**src/rtl/stat_pkg.sv**
```systemverilog
package stat_pkg;
  localparam int unsigned ADDR_W = 3;

  typedef enum logic [ADDR_W-1:0] {
    A_COND   = 3'd0,
    A_EVENT  = 3'd1,
    A_ENABLE = 3'd2,
    A_RISE   = 3'd3,
    A_FALL   = 3'd4
  } reg_addr_e;
endpackage

```
**src/rtl/stat_xfilter.sv**
```systemverilog
module stat_xfilter #(
  parameter int unsigned W = 16
) (
  input  logic         clk_i,
  input  logic         rst_ni,
  input  logic [W-1:0] cond_i,
  input  logic [W-1:0] rise_sel_i,
  input  logic [W-1:0] fall_sel_i,
  output logic [W-1:0] cond_o,
  output logic [W-1:0] hit_o
);
  logic [W-1:0] cond_q;

  always_ff @(posedge clk_i or negedge rst_ni) begin
    if (!rst_ni) cond_q <= '0;
    else         cond_q <= cond_i;
  end

  // edge seen against the previous sample; latched in the same edge the sample updates
  assign hit_o  = (rise_sel_i & cond_i & ~cond_q) | (fall_sel_i & ~cond_i & cond_q);
  assign cond_o = cond_q;
endmodule

```
**src/rtl/stat_evlatch.sv**
```systemverilog
module stat_evlatch #(
  parameter int unsigned W = 16
) (
  input  logic         clk_i,
  input  logic         rst_ni,
  input  logic [W-1:0] hit_i,
  input  logic         rd_clr_i,
  input  logic         clear_i,
  output logic [W-1:0] ev_o
);
  logic [W-1:0] ev_q;
  logic [W-1:0] kept;

  assign kept = (rd_clr_i || clear_i) ? '0 : ev_q;

  always_ff @(posedge clk_i or negedge rst_ni) begin
    if (!rst_ni) ev_q <= '0;
    else         ev_q <= kept | hit_i; // new hits survive a clearing access
  end

  assign ev_o = ev_q;
endmodule

```
**src/rtl/stat_cfgregs.sv**
```systemverilog
module stat_cfgregs
  import stat_pkg::*;
#(
  parameter int unsigned W = 16
) (
  input  logic              clk_i,
  input  logic              rst_ni,
  input  logic              wr_i,
  input  logic [ADDR_W-1:0] addr_i,
  input  logic [W-1:0]      wdata_i,
  input  logic              preset_i,
  output logic [W-1:0]      en_o,
  output logic [W-1:0]      rise_o,
  output logic [W-1:0]      fall_o
);
  localparam int unsigned NREG = 3;

  // g=0 enable, g=1 rising select, g=2 falling select
  for (genvar g = 0; g < NREG; g++) begin : g_reg
    localparam logic [ADDR_W-1:0] MY_ADDR = ADDR_W'(int'(A_ENABLE) + g);
    localparam logic [W-1:0]      DEF_VAL = (g == 1) ? {W{1'b1}} : {W{1'b0}};
    logic [W-1:0] q_q;

    always_ff @(posedge clk_i or negedge rst_ni) begin
      if (!rst_ni)                         q_q <= DEF_VAL;
      else if (preset_i)                   q_q <= DEF_VAL;
      else if (wr_i && addr_i == MY_ADDR)  q_q <= wdata_i;
    end
  end

  assign en_o   = g_reg[0].q_q;
  assign rise_o = g_reg[1].q_q;
  assign fall_o = g_reg[2].q_q;
endmodule

```
**src/rtl/stat_group.sv**
```systemverilog
module stat_group
  import stat_pkg::*;
#(
  parameter int unsigned W = 16
) (
  input  logic              clk_i,
  input  logic              rst_ni,
  input  logic [W-1:0]      cond_i,
  input  logic              wr_i,
  input  logic              rd_i,
  input  logic [ADDR_W-1:0] addr_i,
  input  logic [W-1:0]      wdata_i,
  output logic [W-1:0]      rdata_o,
  input  logic              preset_i,
  input  logic              clear_i,
  output logic              summary_o
);
  logic [W-1:0] cond_w, hit_w, ev_w, en_w, rise_w, fall_w;
  logic [W-1:0] rd_mux;
  logic [W-1:0] rdata_q;
  logic         sum_q;
  logic         ev_rd;

  assign ev_rd = rd_i && (addr_i == A_EVENT);

  stat_cfgregs #(.W(W)) u_cfg (
    .clk_i   (clk_i),
    .rst_ni  (rst_ni),
    .wr_i    (wr_i),
    .addr_i  (addr_i),
    .wdata_i (wdata_i),
    .preset_i(preset_i),
    .en_o    (en_w),
    .rise_o  (rise_w),
    .fall_o  (fall_w)
  );

  stat_xfilter #(.W(W)) u_xf (
    .clk_i     (clk_i),
    .rst_ni    (rst_ni),
    .cond_i    (cond_i),
    .rise_sel_i(rise_w),
    .fall_sel_i(fall_w),
    .cond_o    (cond_w),
    .hit_o     (hit_w)
  );

  stat_evlatch #(.W(W)) u_ev (
    .clk_i   (clk_i),
    .rst_ni  (rst_ni),
    .hit_i   (hit_w),
    .rd_clr_i(ev_rd),
    .clear_i (clear_i),
    .ev_o    (ev_w)
  );

  always_comb begin
    case (addr_i)
      A_COND:   rd_mux = cond_w;
      A_EVENT:  rd_mux = ev_w;
      A_ENABLE: rd_mux = en_w;
      A_RISE:   rd_mux = rise_w;
      A_FALL:   rd_mux = fall_w;
      default:  rd_mux = '0;
    endcase
  end

  always_ff @(posedge clk_i or negedge rst_ni) begin
    if (!rst_ni) begin
      rdata_q <= '0;
      sum_q   <= 1'b0;
    end else begin
      if (rd_i) rdata_q <= rd_mux;
      sum_q <= |(ev_w & en_w);
    end
  end

  assign rdata_o   = rdata_q;
  assign summary_o = sum_q;
endmodule

```
**config.mk**
```make
export PLATFORM = sky130hd
export DESIGN_NAME = stat_group
export DESIGN_NICKNAME = d
export VERILOG_FILES = /design/src/rtl/stat_pkg.sv /design/src/rtl/stat_xfilter.sv /design/src/rtl/stat_evlatch.sv /design/src/rtl/stat_cfgregs.sv /design/src/rtl/stat_group.sv
export SDC_FILE = /design/constraint.sdc
export NUM_CORES = 1
export LEC_CHECK = 0
export ABC_AREA = 1
export ABC_CLOCK_PERIOD_IN_PS = 2500
export BUFFER_PORTS_ARGS = -buffer_cell sky130_fd_sc_hd__buf_4
export CAP_MARGIN = 20
export CORE_AREA = 2 2 125 127
export DETAILED_ROUTE_END_ITERATION = 12
export DIE_AREA = 0 0 127 129
export GPL_TIMING_DRIVEN = 1
export SYNTH_ARGS = -nofsm -noshare
export SYNTH_HDL_FRONTEND = slang
export SYNTH_HIERARCHICAL = 1
export SYNTH_SLANG_ARGS = --single-unit
```
**constraint.sdc**
```tcl
create_clock -name clk_i -period 2.5 [get_ports clk_i]
set_clock_uncertainty 0.2 [all_clocks]
set_input_delay 0.5 -clock clk_i [delete_from_list [all_inputs] [get_ports clk_i]]
set_output_delay 0.5 -clock clk_i [all_outputs]
set_load 0.01 [all_outputs]
```
* After elaboration in Yosys (flattened, before gate mapping)
Cells that the tools add are included.
Storage, ports and cells: register bits 97, output and inout bits 17
Cells by class: eq/ne operators 4, reduce and logical (&&, ||, !) cells 10, bitwise logic cells 9, mux-type cells 8
Operator list (count):
- $mux 16 | 7
- $and 16x16->16 | 5
- $pmux 16 s5 | 1
- $not 16->16 | 2
- $or 16x16->16 | 2
- $reduce_or 16->1 | 1
- $eq 3x2->1 const B | 2
- $reduce_bool 2->1 | 3
- $logic_and 1x1->1 | 4
- $eq 3x1->1 const B | 1
- $eq 3x3->1 const B | 1
- $logic_not 3->1 | 1
- $logic_or 1x1->1 | 1

* Longest topological paths before layout
depth in word-level cells 5, gate-level depth with buffers 9, depth with buffers taken out 7

* By module
Netlist, hierarchy kept.
By module, submodules not included:
- stat_cfgregs | cells an instance 271, seq. area each 1221.2 sq um, instances 1, area an instance 2245.9 sq um
- stat_group | cells an instance 256, seq. area each 425.4 sq um, instances 1, area an instance 1605.3 sq um
- stat_xfilter | cells an instance 96, seq. area each 400.4 sq um, instances 1, area an instance 740.7 sq um
- stat_evlatch | cells an instance 66, seq. area each 400.4 sq um, instances 1, area an instance 605.6 sq um

* Least setup slack after synthesis
OpenSTA, ideal clock, no wires.
path type in2reg, start in addr_i[1], end reg u_ev.ev_q[5], in the netlist u_ev/ev_o[5], data arrival time 1.389 ns, path slack 0.794 ns, required time 2.184 ns, stages 9, setup time 0.116 ns, path buffers 3, path through buf_4 > inv_2 > nand3_4 > buf_6 > nor2_1 > nor2_4 > buf_6 > nand2_1 > nand2_1
On the way: word-level cells in the longest chain between the ends 5
RTL lines:
- start: declaration | line stat_group.sv:11 | input logic [ADDR_W-1:0] addr_i,
- $eq 3x1->1 | line stat_group.sv:24 | assign ev_rd = rd_i && (addr_i == A_EVENT);
- $logic_and 1x1->1 | line stat_group.sv:24
- net ev_rd | line stat_group.sv:22 | logic ev_rd;
- $logic_or 1x1->1 | line stat_evlatch.sv:14 | assign kept = (rd_clr_i || clear_i) ? '0 : ev_q;
- $mux 16 | line stat_evlatch.sv:14
- $or 16x16->16 | line stat_evlatch.sv:18 | else ev_q <= kept | hit_i;
- end signal: assignment | line stat_evlatch.sv:18
- end: declaration | line stat_evlatch.sv:11 | logic [W-1:0] ev_q;
The timed path passes the listed nets, and every way through them passes these cells. A chain may end at the register's enable or synchronous reset.

* Worst setup path after layout
start in addr_i[2], end reg u_ev.ev_q[7], in the netlist u_ev/ev_o[7]
Same word-level chain as after synthesis.

==> metrics.yaml <==
netlist_instances: 689
diodes: 0
worst_pin_slew_ns: 0.527
grt-busiest-layer: "met1"
numClockSinks: 97
worstHoldPathCells: 1
drt-total-wl_mm: 14.3
yosys-top-cells-count: "nand2_1, nand3_1, inv_1"
cts_buffers: 9
max_clock_freq_mhz: 560
use_met3: 0.0358
grt_pass1_vias: 4403
port_buffers: 57
grt_overflow: 0
status: "finished, final reports clean"
cp_max_fo: 20
cts.repair.resized: 0
placementRows: 45
cts_tree: "yes"
cp-end-kind: "register"
drc_errors: 0
cts_buffer_depth: 2
hold_end: "u_xf/cond_o[11]"
arrival_ns: 1.87
syn_to_final_growth_pct: 15.7
rr_startpoint: "u_cfg/rise_o[5]"
hold_viol: 0
slew_headroom: 0.649
crit_type: "primary input to register"
finalCriticalPeriod_ns: 1.78
drtAntennaViolNets: 0
dieWidth_um: 127
crit_required_ns: 2.59
synth_top_family_by_area: "simple AND/OR/NAND/NOR gates"
synth-adder-area-share: 0
grt_pass1_wl_mm: 23.7
rsz0062_at_grt: "false"
ys_top_cells_by_area: "dfrtp_1, nand2_1, nand3_1"
synth.most_common_cell: "nand2_1"
grt_use_met1: 0.283
drt_iter0_drc: 370
root_buffer: "clkbuf_16"
htreeDepth: 3
yosysTopAreaCell: "dfrtp_1"
met2_usage: 0.263
fin_tns_setup_ns: 0
slew_violations: 0
synth_mux_area_frac: 0
num_vias: 4610
reg2regPathDepth: 6
ys_warn_count: 6
layout-drive-gt1-share: 0.157
die_h_um: 129
crit_path_start_kind: "primary input"
grt_max_degree: 38
coreArea_mm2: 0.0150
finalSetupViolCount: 0
r2r_end: "rdata_o[5]"
via_per_inst: 4.98
holdCritStartpoint: "cond_i[11]"
yosys.area_share.simple: 0.383
synth-seq-area-share: 0.471
cap_viol_max_count: 0
dp_hpwl_mm: 9.84
hold_class: "primary input to register"
clk_pin_slew_worst_paths_ns: 0.06
avgSynthCellArea_um2: 7.54
wire_per_inst_um: 15.5
synth_nets: 730
clk_latency_ns: 0.35
firstDrtPassIters: 4
antenna_found_initial: 0
power.density_mw_per_mm2: 639
synth_edf_count: 0
synthFlopType: "dfrtp_1"
finalWeightedCongestion: 0.829
ff2ff_setup_slack_ns: 1.22
ioPinCount: 58
grtUsageTotal: 0.187
async_flop_share: 1.00
nNetsFinal: 773
yosysUniqueCellTypes: 24
ys_seq_elements: 97
p_leak_uw: 0.00333
synthXorXnorAreaFrac: 0
ir_worst_vdd_v: 0.000334
synth_compound_area_frac: 0.0221
postLayoutCoreUtil: 0.402
die_area_mm2: 0.0164
start_util: 0.347
netlist_area_mm2: 0.00520
yosysTopAreaCellShare: 0.390
fin_crit_sh: 0.714
area by class of cell:
class                   count  area [um^2]
clock buffers              10          229
clock inverters             6         82.6
fillers                  1627         8960
inverters                  98          373
multi-input cells         457         2100
flip-flops and latches     97         2450
well taps                 188          235
repair buffers             69          546
timing repair:
action | 4_1_cts | 5_1_grt
hold buffers | 1 | 0
buffers inserted | 0 | 0
hold endpoints to repair | 26 | 0
worst max path at each step:
| stage | cells after the start | start | slack, ns | end |
|---|---|---|---|---|
| detailed placement | 7 | addr_i[2] | 0.36 | u_ev/ev_o[7] |
| global placement | 7 | addr_i[2] | 0.41 | u_ev/ev_o[15] |
| CTS | 7 | addr_i[2] | 0.74 | u_ev/ev_o[7] |
| floorplan | 9 | addr_i[1] | 0.79 | u_ev/ev_o[5] |
| finish | 7 | addr_i[2] | 0.72 | u_ev/ev_o[7] |
| global route | 7 | addr_i[2] | 0.62 | u_ev/ev_o[5] |
worst max-delay path, stage by stage:
cell,delay [ns]
buf_4,0.29
inv_4,0.17
nand3_4,0.24
nor2_1,0.10
nor2_4,0.37
nand2_1,0.12
nand2_1,0.08
power by group:
part           internal (uW)  switching [uW]  total (uW)
clock                    872             596        1470
combinational            205             345         550
sequential              1720             107        1830
routing by layer:
layer  vias to the layer above  share of wire
li1                       2271              -
met1                      2186           0.50
met2                       125           0.42
met3                        28          0.051
met4                         0          0.026
met5                         -              0
cell usage in the layout (no fill, tap or decap):
master / instances
nor2_4: 2
buf_4: 66
nand4_1: 33
nand2_1: 218
clkinvlp_4: 1
dfrtp_1: 81
clkbuf_1: 1
o211ai_1: 1
nand2_2: 2
buf_12: 2
inv_1: 91
o21ai_0: 2
o21ai_1: 15
dlygate4sd3_1: 1
clkinv_1: 1
inv_2: 4
nand3_1: 138
clkinv_2: 3
a21oi_1: 1
clkbuf_16: 9
nand3_4: 1
nor2_1: 36
bufinv_16: 2
inv_4: 2
nor2_8: 2
dfstp_2: 16
a22o_1: 2
nand2_4: 4
logic make-up (layout without fill, tap and decap cells):
| kind of cell | count (synthesis) | in the layout |
|---|---|---|
| AND/OR/NAND/NOR | 436 | 436 |
| buffers and inverters | 135 | 183 |
| flip-flops | 97 | 97 |
| AO/OA/AOI/OAI | 21 | 21 |
sequential cells by signal (all words and copies together) (netlist names):
register	cells
u_xf/cond_o	16
summary_o	1
rdata_o	16
u_cfg/fall_o	16
u_cfg/rise_o	16
u_cfg/en_o	16
u_ev/ev_o	16
per-stage QoR:
step	setup WS [ns]	hold slack [ns]	cell area (um^2)	power, uW	std cells
global placement	0.407	0.258	5690	2400	908
global route	0.618	0.0634	6020	4040	925
floorplan	0.794	0.00441	5200	2160	689
finish	0.716	0.0749	6020	3850	925
CTS	0.736	0.0652	6020	3880	925
detailed placement	0.365	0.271	5690	2410	908
Power figures use the tool's default switching activity.
